File: src/rtl/pmei_pkg.sv
package pmei_pkg;
  localparam int EVT_W   = 16;
  localparam int BIT_TMR = 0;
  localparam int BIT_GBL = 5;
  localparam int BIT_PWR = 8;
  localparam int BIT_RTC = 10;
  localparam logic [EVT_W-1:0] IRQ_SRC_MASK =
    EVT_W'((1 << BIT_TMR) | (1 << BIT_GBL) | (1 << BIT_PWR) | (1 << BIT_RTC));
  typedef enum logic {SEL_STS = 1'b0, SEL_EN = 1'b1} evt_sel_e;
endpackage

File: src/rtl/pmei_evt_regs.sv
module pmei_evt_regs
  import pmei_pkg::*;
#(
  parameter int W = EVT_W
) (
  input  logic         clk,
  input  logic         rst,
  input  logic [W-1:0] evt_set,
  input  logic         reg_wr,
  input  logic         reg_sel,
  input  logic [W-1:0] reg_wdata,
  output logic [W-1:0] sts_q,
  output logic [W-1:0] en_q
);
  logic [W-1:0] clr_mask;
  logic [W-1:0] sts_nxt;

  always_comb begin
    clr_mask = (reg_wr && reg_sel == SEL_STS) ? reg_wdata : '0;
    sts_nxt  = (sts_q & ~clr_mask) | evt_set;
  end

  always_ff @(posedge clk) begin
    if (rst) begin
      sts_q <= '0;
      en_q  <= '0;
    end else begin
      sts_q <= sts_nxt;
      if (reg_wr && reg_sel == SEL_EN) en_q <= reg_wdata;
    end
  end

  assert_evt_sets_R2: assert property (@(posedge clk) disable iff (rst)
    (|evt_set) |=> ((sts_q & $past(evt_set)) == $past(evt_set)));

  assert_w1c_clears_R3: assert property (@(posedge clk) disable iff (rst)
    (reg_wr && reg_sel == SEL_STS) |=>
      ((sts_q & $past(reg_wdata) & ~$past(evt_set)) == '0));

  assert_en_load_R4: assert property (@(posedge clk) disable iff (rst)
    (reg_wr && reg_sel == SEL_EN) |=> (en_q == $past(reg_wdata)));
endmodule

File: src/rtl/pmei_irq_gen.sv
module pmei_irq_gen
  import pmei_pkg::*;
#(
  parameter int           W        = EVT_W,
  parameter logic [W-1:0] SRC_MASK = IRQ_SRC_MASK,
  parameter int           TMR_BIT  = BIT_TMR
) (
  input  logic         clk,
  input  logic         rst,
  input  logic [W-1:0] sts_q,
  input  logic [W-1:0] en_q,
  output logic         irq,
  output logic         tmr_arm
);
  logic pend;
  logic arm_nxt;

  always_comb begin
    pend    = |(sts_q & en_q & SRC_MASK);
    arm_nxt = en_q[TMR_BIT] & ~sts_q[TMR_BIT];
  end

  always_ff @(posedge clk) begin
    if (rst) begin
      irq     <= 1'b0;
      tmr_arm <= 1'b0;
    end else begin
      irq     <= pend;
      tmr_arm <= arm_nxt;
    end
  end

  assert_irq_rise_R5: assert property (@(posedge clk) disable iff (rst)
    (|(sts_q & en_q & SRC_MASK)) |=> irq);

  assert_irq_fall_R6: assert property (@(posedge clk) disable iff (rst)
    !(|(sts_q & en_q & SRC_MASK)) |=> !irq);

  assert_arm_cond_R7: assert property (@(posedge clk) disable iff (rst)
    (en_q[TMR_BIT] && !sts_q[TMR_BIT]) |=> tmr_arm);

  assert_arm_drop_R7: assert property (@(posedge clk) disable iff (rst)
    sts_q[TMR_BIT] |=> !tmr_arm);
endmodule

File: src/rtl/pmei_io_window.sv
module pmei_io_window #(
  parameter int             ADDR_W    = 16,
  parameter int             CFG_W     = 32,
  parameter int             CFG_AW    = 8,
  parameter logic [CFG_AW-1:0] BASE_OFF = 8'h40,
  parameter logic [CFG_AW-1:0] CTRL_OFF = 8'h80,
  parameter int             WIN_BYTES = 64
) (
  input  logic              clk,
  input  logic              rst,
  input  logic              cfg_wr,
  input  logic [CFG_AW-1:0] cfg_addr,
  input  logic [CFG_W-1:0]  cfg_wdata,
  input  logic              acc_valid,
  input  logic [ADDR_W-1:0] acc_addr,
  output logic [ADDR_W-1:0] win_base,
  output logic              win_en,
  output logic              win_hit,
  output logic [$clog2(WIN_BYTES)-1:0] win_off
);
  localparam int OFF_W = $clog2(WIN_BYTES);
  localparam logic [ADDR_W-1:0] ALIGN_MASK = ~ADDR_W'(WIN_BYTES - 1);

  logic              unused_cfg_bits;
  logic [ADDR_W:0]   win_end;
  logic [ADDR_W-1:0] rel;
  logic              in_win;

  assign unused_cfg_bits = ^cfg_wdata[CFG_W-1:ADDR_W];

  always_comb begin
    win_end = {1'b0, win_base} + (ADDR_W+1)'(WIN_BYTES);
    rel     = acc_addr - win_base;
    in_win  = acc_valid && win_en && (acc_addr >= win_base) &&
              ({1'b0, acc_addr} < win_end);
  end

  always_ff @(posedge clk) begin
    if (rst) begin
      win_base <= '0;
      win_en   <= 1'b0;
      win_hit  <= 1'b0;
      win_off  <= '0;
    end else begin
      if (cfg_wr && cfg_addr == BASE_OFF) win_base <= cfg_wdata[ADDR_W-1:0] & ALIGN_MASK;
      if (cfg_wr && cfg_addr == CTRL_OFF) win_en   <= cfg_wdata[0];
      win_hit <= in_win;
      win_off <= in_win ? rel[OFF_W-1:0] : '0;
    end
  end

  assert_base_keep_R8: assert property (@(posedge clk) disable iff (rst)
    !(cfg_wr && cfg_addr == BASE_OFF) |=> $stable(win_base));

  assert_en_gate_R9: assert property (@(posedge clk) disable iff (rst)
    !win_en |=> !win_hit);

  assert_hit_valid_R10: assert property (@(posedge clk) disable iff (rst)
    win_hit |-> $past(acc_valid));
endmodule

File: src/rtl/pmei_top.sv
module pmei_top
  import pmei_pkg::*;
#(
  parameter int ADDR_W    = 16,
  parameter int CFG_W     = 32,
  parameter int CFG_AW    = 8,
  parameter int WIN_BYTES = 64
) (
  input  logic                         clk,
  input  logic                         rst,
  input  logic [EVT_W-1:0]             evt_set,
  input  logic                         reg_wr,
  input  logic                         reg_sel,
  input  logic [EVT_W-1:0]             reg_wdata,
  output logic [EVT_W-1:0]             sts_q,
  output logic [EVT_W-1:0]             en_q,
  output logic                         irq,
  output logic                         tmr_arm,
  input  logic                         cfg_wr,
  input  logic [CFG_AW-1:0]            cfg_addr,
  input  logic [CFG_W-1:0]             cfg_wdata,
  input  logic                         acc_valid,
  input  logic [ADDR_W-1:0]            acc_addr,
  output logic [ADDR_W-1:0]            win_base,
  output logic                         win_en,
  output logic                         win_hit,
  output logic [$clog2(WIN_BYTES)-1:0] win_off
);
  pmei_evt_regs #(.W(EVT_W)) u_regs (
    .clk(clk), .rst(rst), .evt_set(evt_set), .reg_wr(reg_wr),
    .reg_sel(reg_sel), .reg_wdata(reg_wdata), .sts_q(sts_q), .en_q(en_q)
  );

  pmei_irq_gen #(.W(EVT_W), .SRC_MASK(IRQ_SRC_MASK), .TMR_BIT(BIT_TMR)) u_irq (
    .clk(clk), .rst(rst), .sts_q(sts_q), .en_q(en_q),
    .irq(irq), .tmr_arm(tmr_arm)
  );

  pmei_io_window #(
    .ADDR_W(ADDR_W), .CFG_W(CFG_W), .CFG_AW(CFG_AW),
    .BASE_OFF(CFG_AW'(8'h40)), .CTRL_OFF(CFG_AW'(8'h80)), .WIN_BYTES(WIN_BYTES)
  ) u_win (
    .clk(clk), .rst(rst), .cfg_wr(cfg_wr), .cfg_addr(cfg_addr),
    .cfg_wdata(cfg_wdata), .acc_valid(acc_valid), .acc_addr(acc_addr),
    .win_base(win_base), .win_en(win_en), .win_hit(win_hit), .win_off(win_off)
  );

  assert_reset_quiet_R1: assert property (@(posedge clk)
    $past(rst) |-> (!irq && !tmr_arm && !win_hit && sts_q == '0 && en_q == '0));
endmodule

File: config.mk
export PLATFORM = sky130hd
export DESIGN_NAME = pmei_top
export DESIGN_NICKNAME = d
export VERILOG_FILES = /design/src/rtl/pmei_pkg.sv /design/src/rtl/pmei_evt_regs.sv /design/src/rtl/pmei_irq_gen.sv /design/src/rtl/pmei_io_window.sv /design/src/rtl/pmei_top.sv
export SDC_FILE = /design/constraint.sdc
export NUM_CORES = 1
export LEC_CHECK = 0
export BUFFER_PORTS_ARGS = -buffer_cell sky130_fd_sc_hd__buf_2
export CORE_UTILIZATION = 41
export DETAILED_ROUTE_END_ITERATION = 8
export PLACE_DENSITY = 0.77
export SLEW_MARGIN = 10
export SYNTH_ARGS = -nofsm -noshare
export SYNTH_HDL_FRONTEND = slang
export SYNTH_SLANG_ARGS = --single-unit
File: constraint.sdc
create_clock -name clk -period 2.85 [get_ports clk]
set_input_delay 0.285 -clock clk [delete_from_list [all_inputs] [get_ports clk]]
set_output_delay 0.285 -clock clk [all_outputs]
set_load 0.02 [all_outputs]
## Yosys cells after proc, flatten, opt, wreduce, memory -nomap -nowiden

Index checks and enable logic that the tools add are counted.

- Latch bits: 0
- Word-level logic and storage cells: 32
- Bits in read-only memories: 0
- Memory bits (writable): 0
- Memories kept: 0
- Output and inout port bits: 58
- Bits in registers: 52
- Input port bits: 94

- Order comparisons: 2
- Div/mod/pow operators: 0
- Reduce and logical (&&, ||, !) cells: 9
- Bitwise operators: 8
- Equal/unequal tests: 2
- Multipliers: 0
- Muxes and demuxes: 1
- $add $sub $neg: 2
- Shift operators: 0

Operator list:

| kind | count |
|---|---|
| 16-bit by 7-bit adder with 17-bit output (second input constant) | 1 |
| 16-bit by 17-bit < comparator with 1-bit output | 1 |
| 16-bit bitwise AND | 1 |
| 16-bit >= comparator | 1 |
| 16-bit 2-to-1 mux | 1 |
| 16-bit inverter | 1 |
| 16-bit bitwise OR | 1 |
| 11-bit bitwise AND | 1 |
| 8-bit by 7-bit equality test with 1-bit output (second input constant) | 1 |
| 8-bit equality test (second input constant) | 1 |
| 1-bit logical AND | 7 |
| 6-bit by 1-bit subtractor with 6-bit output (second input constant) | 1 |
| 4-bit OR reduction | 1 |
| 1-bit inverter | 3 |
| 2-bit OR reduction | 1 |
| 1-bit bitwise AND | 1 |

## Depth between registers and ports, before layout

Gate-level depths: netlist of the first run.

- Depth in word-level cells: 6
- Mapped depth: 9
- Gate-level depth less buffers: 9

## Modules after synthesis

Synthesis of the first run repeated with hierarchy kept, for this count alone.

- Cell total of the unflattened synthesis: 290
- Area, all modules: 2,805.2 um^2

By module, submodules not included:

| module | cells each | area an instance (um^2) | sequential area each (um^2) | instances |
|---|---|---|---|---|
| pmei_evt_regs | 141 | 1,468.9 | 640.6 | 1 |
| pmei_io_window | 143 | 1,268.7 | 360.3 | 1 |
| pmei_irq_gen | 6 | 67.6 | 40.0 | 1 |

## Worst setup path before layout of the first run

Ideal clock, no wire load.

- Kind: flip-flop to flip-flop
- Start point: register u_win.win_base[6]
- End point: register u_win.win_off[0]
- Stages on the path, launching flop included: 10
- Setup slack: 0.478 ns
- Buffers on the path: 0
- Data arrival time: 2.286 ns
- Clock period less this slack: 2.372 ns
- Path through: dfxtp_1 > ha_1 > nand2_1 > nor4_1 > xnor2_1 > ha_1 > a21o_1 > a21oi_1 > o211ai_1 > a211oi_1

- Longest elaborated chain between the ends: 5

RTL lines:

| element | line | RTL |
|---|---|---|
| from (decl) | pmei_io_window.sv:16 | `output logic [ADDR_W-1:0] win_base,` |
| from (signal assigned) | pmei_io_window.sv:45 | `if (cfg_wr && cfg_addr == BASE_OFF) win_base <= cfg_wdata[ADDR_W-1:0] & ALIGN_MASK;` |
| 16-bit by 7-bit adder with 17-bit output / 16-bit >= comparator (equally long branches) | pmei_io_window.sv:32, pmei_io_window.sv:34 |  |
| 16-bit by 17-bit < comparator with 1-bit output / 1-bit logical AND (equally long branches) | pmei_io_window.sv:35, pmei_io_window.sv:34 |  |
| 1-bit logical AND (*) | pmei_io_window.sv:34 | `in_win = acc_valid && win_en && (acc_addr >= win_base) &&` |
| 1-bit inverter (no line) (*) | n/a |  |
| 2-bit OR reduction (no line) (*) | n/a |  |
| to (signal assigned) | pmei_io_window.sv:48 | `win_off <= in_win ? rel[OFF_W-1:0] : '0;` |
| to (decl) | pmei_io_window.sv:19 | `output logic [$clog2(WIN_BYTES)-1:0] win_off` |

Every way passes the cells marked *; elsewhere a longest branch is shown, timed or not.
A chain may end at the register's enable or synchronous reset.

## Final worst setup path of the first run

- Start point: register u_win.win_base[6]
- End point: register u_win.win_off[4]

Same word-level chain as after synthesis.

==> flow_results.xml, run 1 <==
<?xml version="1.0" encoding="UTF-8"?>
<metrics>
  <group name="timing">
    <metric name="report.final.slew_viol_count" unit="">0</metric>
    <metric name="final_critical_path_setup_slack" unit="ns">0.232</metric>
    <metric name="slew-limit-headroom" unit="%">49.7</metric>
    <metric name="hold-worst-slack" unit="ns">0.189</metric>
    <metric name="post_route_skew" unit="ns">0.00433</metric>
    <metric name="max_fclk" unit="MHz">382</metric>
    <metric name="worst_pin_slew" unit="ns">0.749</metric>
    <metric name="layout_worst_path_cycle_share" unit="%">91.9</metric>
    <metric name="finalSetupTns" unit="ns">0</metric>
    <metric name="timing_hold_violations_final" unit="">0</metric>
    <metric name="finalSetupViolations" unit="">0</metric>
    <metric name="min_period" unit="ns">2.62</metric>
    <metric name="setup_repair_after_global_routing_missed_its_margin" unit="">false</metric>
  </group>
  <group name="floorplanning">
    <metric name="dieArea" unit="µm²">6450</metric>
    <metric name="initial_utilization" unit="%">42.5</metric>
    <metric name="design.portCount" unit="">152</metric>
    <metric name="chipHeight" unit="µm">80.3</metric>
    <metric name="core_area" unit="µm²">5920</metric>
    <metric name="rows" unit="">28</metric>
    <metric name="die_w" unit="µm">80.3</metric>
  </group>
  <group name="outcome">
    <metric name="run_status" unit="">complete, no violations</metric>
  </group>
  <group name="clock_network">
    <metric name="postCtsSetupRepairBufs" unit="">0</metric>
    <metric name="post_cts_resized" unit="">0</metric>
    <metric name="tritoncts_buffers" unit="">5</metric>
    <metric name="cts_htree_levels" unit="">2</metric>
    <metric name="cts.reportedPaths.clkPinSlew" unit="ns">0.10</metric>
    <metric name="worstSkewPairLatency" unit="ns">0.29</metric>
    <metric name="clkSinkCount" unit="">52</metric>
    <metric name="clock_tree_from_tritoncts" unit="">yes</metric>
    <metric name="ctsLongestPathBuffers" unit="">2</metric>
    <metric name="cts_root_buf" unit="">clkbuf_8</metric>
    <metric name="post_cts_hold_buffer_count" unit="">0</metric>
  </group>
  <group name="finish">
    <metric name="layout-drive-gt1-share" unit="%">32.8</metric>
    <metric name="finish.instance_area" unit="µm²">3270</metric>
    <metric name="synthToLayoutAreaGrowth" unit="%">29.8</metric>
    <metric name="area.sequential" unit="µm²">1040</metric>
    <metric name="final_net_count" unit="">532</metric>
    <metric name="antenna_diode_count" unit="">0</metric>
    <metric name="multiInputGateArea" unit="µm²">1360</metric>
    <metric name="fillerInstances" unit="">569</metric>
  </group>
  <group name="drt">
    <metric name="detail_route.vias_per_cell" unit="">5.00</metric>
    <metric name="initialDrtViolationCount" unit="">89</metric>
    <metric name="drtPass1Iterations" unit="">4</metric>
    <metric name="routed-via-count" unit="">2467</metric>
    <metric name="routed_wl" unit="µm">6090</metric>
    <metric name="post-route-drc-count" unit="">0</metric>
    <metric name="wire_per_inst" unit="µm">12.4</metric>
    <metric name="drt.antenna.violating_nets" unit="">0</metric>
  </group>
  <group name="synthesis">
    <metric name="yosys.cell_types.count" unit="">35</metric>
    <metric name="synthesis.instances" unit="">296</metric>
    <metric name="syn_avg_cell_area" unit="µm²">8.50</metric>
    <metric name="postSynth.asyncResetShare" unit="%">0</metric>
    <metric name="ys.warnings.count" unit="">0</metric>
    <metric name="synth_enable_flop_cells" unit="">0</metric>
    <metric name="synthFlopType" unit="">dfxtp_1</metric>
    <metric name="synth.yosys.seq_area_share" unit="%">41.4</metric>
    <metric name="mappedNetlistArea" unit="µm²">2520</metric>
    <metric name="synth_seq_cells" unit="">52</metric>
  </group>
  <group name="place">
    <metric name="place_ws" unit="ns">0.253</metric>
    <metric name="place.port_buffers" unit="">124</metric>
    <metric name="placer_congestion" unit="">0.892</metric>
    <metric name="postPlaceCellArea" unit="µm²">3180</metric>
    <metric name="hpwl_after_detailed_placement" unit="µm">4770</metric>
  </group>
  <group name="job">
    <metric name="max_cap_violations" unit="">0</metric>
  </group>
  <group name="global_route">
    <metric name="globalRoute.totalOverflow" unit="">0</metric>
    <metric name="grt_antenna_before_repair" unit="">0</metric>
    <metric name="number_of_global_route_vias_before_repair" unit="">2081</metric>
    <metric name="grt_use_total" unit="%">18.1</metric>
    <metric name="grt_max_degree" unit="">30</metric>
    <metric name="grt_first_pass_wirelength" unit="µm">9140</metric>
  </group>
  <group name="power">
    <metric name="irDropWorstVdd" unit="µV">227</metric>
    <metric name="leakage" unit="µW">0.00156</metric>
    <metric name="power.density" unit="nW/µm²">434</metric>
    <metric name="post-layout-total-power" unit="µW">1420</metric>
  </group>
  <group name="setup_path">
    <metric name="setup.worst_path.class" unit="">flip-flop to flip-flop</metric>
    <metric name="start_kind" unit="">flip-flop</metric>
    <metric name="critPathArrivalTime" unit="ns">2.83</metric>
    <metric name="cp_data_required_time" unit="ns">3.06</metric>
    <metric name="worstSetupEndpointType" unit="">flip-flop</metric>
    <metric name="critical_path.max_fanout" unit="">7</metric>
  </group>
  <group name="min_path">
    <metric name="min-delay-path-class" unit="">input pin to flip-flop</metric>
  </group>
</metrics>
[per-stage QoR]
step	utilization [%]	cells
final	55.2	493
after global routing	55.2	493
after CTS	55.2	493
after detailed placement	53.7	485
after global placement	53.7	485
after floorplan	-	301
[Yosys cell counts, drive strengths merged (2+ instances only)]
master  count  area share, %
mux2i      11            4.4
ha         21             10
a21o        5            1.5
a21oi      39            7.8
nor3        2           0.40
buf         7            2.0
xnor2       8            2.8
nor2b       2           0.50
nor2       32            4.8
nand2      53            7.9
nand3       5            1.2
o21ai       2           0.40
dfxtp      52             41
nand4b      2           0.70
inv        12            1.8
nand4       4           0.99
clkbuf     10            1.5
a211oi      7            2.1
o211ai      6            1.8
nor4        2           0.50
a22oi       2           0.60
[sequential cells by signal, indices dropped and copies added (netlist names)]
register,cells
u_win.win_en,1
u_regs.sts_q,16
u_irq.irq,1
u_win.win_hit,1
u_regs.en_q,16
u_win.win_off,6
u_irq.tmr_arm,1
u_win.win_base,10
[area by class of cell]
class	instances	share of cell area, %
clock buffer	6	2.22
clock inverter	2	0.498
inverter	12	1.38
multi-input combinational	220	41.7
sequential	52	31.9
tap	75	2.87
timing repair buffer	126	19.5
[per-layer routing]
| metal | vias up | share of wire (%) | global-route usage (%) |
|---|---|---|---|
| met3 | 7 | 5.4 | 3.07 |
| met2 | 87 | 49 | 31.1 |
| met4 | 0 | 1.1 | 6.43 |
| met1 | 1123 | 45 | 22.5 |
| li1 | 1250 | - | - |
| met5 | - | 0 | 0 |
[worst max-delay path, cell delays in order (launching register included)]
cell      delay (ns)
dfxtp_1         0.45
ha_1            0.26
nand2_1         0.13
nor4_1          0.25
xnor2_1         0.17
ha_1            0.26
a21o_1          0.16
a21oi_1         0.44
o211ai_1        0.15
a211oi_1        0.25
[cells in the final DEF, fill, tap and decap left out, types with 2 or more instances in the layout]
cell      Yosys  final
dfxtp_1      52     52
nor4_1        2      2
o21ai_0       2      2
a211oi_1      7      7
inv_1        12     12
xnor2_1       8      8
nand4_1       4      4
nand4b_1      2      2
buf_4         6      2
nor3_1        2      2
nor2_1       32     32
o211ai_1      6      6
a21oi_1      39     39
nand2_1      53     53
nand3_1       4      4
buf_2         1    124
nor2b_1       2      2
ha_1         21     21
clkbuf_8      0      5
conb_1        1      6
a21o_1        5      5
mux2i_1      11     11
a22oi_1       2      2
[path summary, 6_finish.rpt]
kind	depth (start not counted)	startpoint	slack [ns]	endpoint
max	9	u_win.win_base[6]$_SDFFE_PP0P_	0.23	u_win.win_off[4]$_SDFF_PP0_
min	3	evt_set[14]	0.19	u_regs.sts_q[14]$_SDFF_PP0_
max reg2reg	9	u_win.win_base[6]$_SDFFE_PP0P_	0.23	u_win.win_off[4]$_SDFF_PP0_
min reg2reg	2	u_regs.en_q[9]$_SDFFE_PP0P_	0.46	u_regs.en_q[9]$_SDFFE_PP0P_
[logic make-up after synthesis]
family | after synthesis | share of synthesized area [%]
multiplexers | 11 | 4.38
AO/OA/AOI/OAI | 65 | 16.4
AND/OR/NAND/NOR | 109 | 19.2
adder cells (fa/ha/maj) | 21 | 10.4
buffers and inverters | 29 | 5.27
XOR/XNOR | 8 | 2.78
flip-flops | 52 | 41.4
other | 1 | 0.149
[report_power, final]
group          switching, µW  internal (µW)
Combinational            134           91.7
Sequential              14.7            754
Clock                    247            175
Total                    395           1020
No activity file was read; power rests on OpenSTA's default activity.
==> inputs of run 2 (changes only) <==
- BUFFER_PORTS_ARGS: -buffer_cell sky130_fd_sc_hd__buf_2 -> -buffer_cell sky130_fd_sc_hd__clkbuf_2
==> run 2 against run 1 <==
Net effect:
- combinational power barely moved
- die area did not move
- critical endpoint unchanged
- sequential share of layout area fell by 0.12 points
- largest power group unchanged
- routed wire length rose by 0.34%
- non-clock buffer count rose by 1
- maximum frequency rose by 7.2%
- critical path type unchanged
- clock-buffer cell count fell by 1
- sequential power barely moved
- setup slack improved by 0.18 ns
- utilization rose by 0.21 points
- power rose by 0.61%
- clock power rose by 1%
==> flow_results.xml, run 2 (synthesis gave the netlist of run 1 again) <==
<?xml version="1.0" encoding="UTF-8"?>
<metrics>
  <group name="timing">
    <metric name="slew-limit-headroom" unit="%">47.8</metric>
    <metric name="report.final.slew_viol_count" unit="">0</metric>
    <metric name="timing_hold_violations_final" unit="">0</metric>
    <metric name="finalSetupViolations" unit="">0</metric>
    <metric name="worst_pin_slew" unit="ns">0.777</metric>
    <metric name="post_route_skew" unit="ns">0.0112</metric>
    <metric name="final_critical_path_setup_slack" unit="ns">0.408</metric>
    <metric name="max_fclk" unit="MHz">409</metric>
    <metric name="setup_repair_after_global_routing_missed_its_margin" unit="">false</metric>
    <metric name="layout_worst_path_cycle_share" unit="%">85.7</metric>
    <metric name="min_period" unit="ns">2.44</metric>
    <metric name="finalSetupTns" unit="ns">0</metric>
  </group>
  <group name="clock_network">
    <metric name="post_cts_hold_buffer_count" unit="">0</metric>
    <metric name="worstSkewPairLatency" unit="ns">0.30</metric>
    <metric name="tritoncts_buffers" unit="">5</metric>
    <metric name="clkSinkCount" unit="">52</metric>
    <metric name="ctsLongestPathBuffers" unit="">2</metric>
    <metric name="cts.reportedPaths.clkPinSlew" unit="ns">0.11</metric>
    <metric name="cts_htree_levels" unit="">2</metric>
    <metric name="cts_root_buf" unit="">clkbuf_8</metric>
    <metric name="clock_tree_from_tritoncts" unit="">yes</metric>
  </group>
  <group name="finish">
    <metric name="mostFrequentLayoutCell" unit="">clkbuf_2</metric>
    <metric name="finish.cell_count_without_fillers" unit="">494</metric>
    <metric name="commonest_cells_after_routing_fill_and_taps_aside" unit="">124 x clkbuf_2, 53 x nand2_1, 52 x dfxtp_1</metric>
    <metric name="antenna_diode_count" unit="">0</metric>
    <metric name="synthToLayoutAreaGrowth" unit="%">30.3</metric>
    <metric name="multiInputGateArea" unit="µm²">1370</metric>
    <metric name="final_net_count" unit="">533</metric>
    <metric name="area.sequential" unit="µm²">1040</metric>
    <metric name="layout-drive-gt1-share" unit="%">33.4</metric>
    <metric name="reg_top3" unit="">u_regs.en_q: 16 flops, u_regs.sts_q: 16 flops, u_win.win_base: 10 flops</metric>
    <metric name="finish.instance_area" unit="µm²">3280</metric>
    <metric name="fillerInstances" unit="">586</metric>
  </group>
  <group name="floorplanning">
    <metric name="initial_utilization" unit="%">42.5</metric>
    <metric name="chipHeight" unit="µm">80.3</metric>
    <metric name="rows" unit="">28</metric>
    <metric name="die_w" unit="µm">80.3</metric>
    <metric name="core_area" unit="µm²">5920</metric>
    <metric name="design.portCount" unit="">152</metric>
    <metric name="dieArea" unit="µm²">6450</metric>
  </group>
  <group name="power">
    <metric name="power.share.combinational" unit="%">15.9</metric>
    <metric name="post-layout-total-power" unit="µW">1430</metric>
    <metric name="internal_power" unit="µW">1020</metric>
    <metric name="irDropWorstVdd" unit="µV">245</metric>
    <metric name="leakage" unit="µW">0.00155</metric>
    <metric name="power.sequential.fraction" unit="%">54.0</metric>
    <metric name="power.density" unit="nW/µm²">435</metric>
    <metric name="total_switching_power" unit="µW">404</metric>
    <metric name="clockPowerShare" unit="%">30.1</metric>
    <metric name="power.switching_fraction" unit="%">28.3</metric>
  </group>
  <group name="setup_path">
    <metric name="critPathArrivalTime" unit="ns">2.65</metric>
    <metric name="setup.worst_path.class" unit="">flip-flop to flip-flop</metric>
    <metric name="crit_top_cell" unit="">ha_1</metric>
    <metric name="critical_path.max_stage_delay" unit="ns">0.45</metric>
    <metric name="worst_path_max_delay_cell" unit="">dfxtp_1</metric>
    <metric name="path_delay_family" unit="">compound AO/OA/AOI/OAI gates</metric>
    <metric name="buffers_plus_inverters_on_the_worst_setup_path" unit="">0</metric>
    <metric name="timing.critical_path.cells" unit="">ha_1 -&gt; nand2_1 -&gt; nor4_1 -&gt; xnor2_1 -&gt; ha_1 -&gt; a21o_1 -&gt; a21oi_2 -&gt; o211ai_1 -&gt; a211oi_1</metric>
    <metric name="cp_data_required_time" unit="ns">3.06</metric>
    <metric name="critical_path.max_fanout" unit="">7</metric>
    <metric name="worstSetupEndpointType" unit="">flip-flop</metric>
    <metric name="start_kind" unit="">flip-flop</metric>
  </group>
  <group name="drt">
    <metric name="wire_per_inst" unit="µm">12.4</metric>
    <metric name="drtPass1Iterations" unit="">6</metric>
    <metric name="detail_route.vias_per_cell" unit="">5.01</metric>
    <metric name="routed_wl" unit="µm">6110</metric>
    <metric name="post-route-drc-count" unit="">0</metric>
    <metric name="drt.antenna.violating_nets" unit="">0</metric>
    <metric name="initialDrtViolationCount" unit="">67</metric>
    <metric name="routed-via-count" unit="">2477</metric>
  </group>
  <group name="global_route">
    <metric name="grt_first_pass_wirelength" unit="µm">9470</metric>
    <metric name="grt_max_degree" unit="">46</metric>
    <metric name="number_of_global_route_vias_before_repair" unit="">2147</metric>
    <metric name="grt_use_total" unit="%">18.8</metric>
    <metric name="grt_antenna_before_repair" unit="">0</metric>
    <metric name="globalRoute.totalOverflow" unit="">0</metric>
  </group>
  <group name="place">
    <metric name="dp.cells" unit="">486</metric>
    <metric name="postPlaceCellArea" unit="µm²">3180</metric>
    <metric name="hpwl_after_detailed_placement" unit="µm">4800</metric>
    <metric name="place.port_buffers" unit="">124</metric>
    <metric name="place_ws" unit="ns">0.276</metric>
    <metric name="placer_congestion" unit="">0.897</metric>
  </group>
  <group name="min_path">
    <metric name="min-delay-path-class" unit="">input pin to flip-flop</metric>
  </group>
  <group name="job">
    <metric name="max_cap_violations" unit="">0</metric>
  </group>
  <group name="outcome">
    <metric name="run_status" unit="">complete, no violations</metric>
  </group>
</metrics>
==> run 2: path summary, 6_finish.rpt <==
kind / from / depth (start not counted) / slack [ns] / end
max: u_win.win_base[6]$_SDFFE_PP0P_ / 9 / 0.41 / u_win.win_off[4]$_SDFF_PP0_
min: evt_set[8] / 3 / 0.18 / u_regs.sts_q[8]$_SDFF_PP0_
max reg2reg: u_win.win_base[6]$_SDFFE_PP0P_ / 9 / 0.41 / u_win.win_off[4]$_SDFF_PP0_
min reg2reg: u_regs.en_q[15]$_SDFFE_PP0P_ / 2 / 0.46 / u_regs.en_q[15]$_SDFFE_PP0P_
==> run 2: stage by stage <==
stage / hold slack [ns] / utilization, %
detailed placement: 0.446 / 53.8
CTS: 0.173 / 55.3
floorplan: 0.402 / -
global placement: 0.442 / 53.8
finish: 0.178 / 55.4
global route: 0.178 / 55.4
==> run 2: what timing repair did <==
item | 4_1_cts | 5_1_grt
buffers inserted | 0 | 0
resized for setup | 0 | 1
setup endpoints to repair | 0 | 2
==> run 2: worst register-to-register path: cells and delay by family, from the launching register on <==
kind / cells / cell delay (ns)
AND/OR/NAND/NOR: 2 / 0.38
adder cells (fa/ha/maj): 2 / 0.53
XOR/XNOR: 1 / 0.16
flip-flops: 1 / 0.45
AO/OA/AOI/OAI: 4 / 0.83
==> run 2: power by group through the flow <==
stage | sequential, µW | clock, µW | combinational (µW)
6_report | 770 | 428 | 227
5_1_grt | 773 | 471 | 252
4_1_cts | 770 | 446 | 228
3_5_place_dp | 787 | 0 | 227
3_3_place_gp | 786 | 0 | 222
2_1_floorplan | 820 | 0 | 93.5
==> run 2: per-layer routing <==
layer	vias to the layer above	wire length, µm	track usage, %
met3	10	321	3.75
met2	91	2950	31.4
met4	0	117	7.68
met1	1117	2720	23.3
li1	1259	-	-
met5	-	0	0
==> run 2: cell type report <==
type	instances	area share [%]
repair buffers	127	19.6
multi-input cells	220	41.6
clock inverters	3	0.649
inverters	12	1.37
clock buffers	5	2.10
flip-flops and latches	52	31.8
well taps	75	2.86
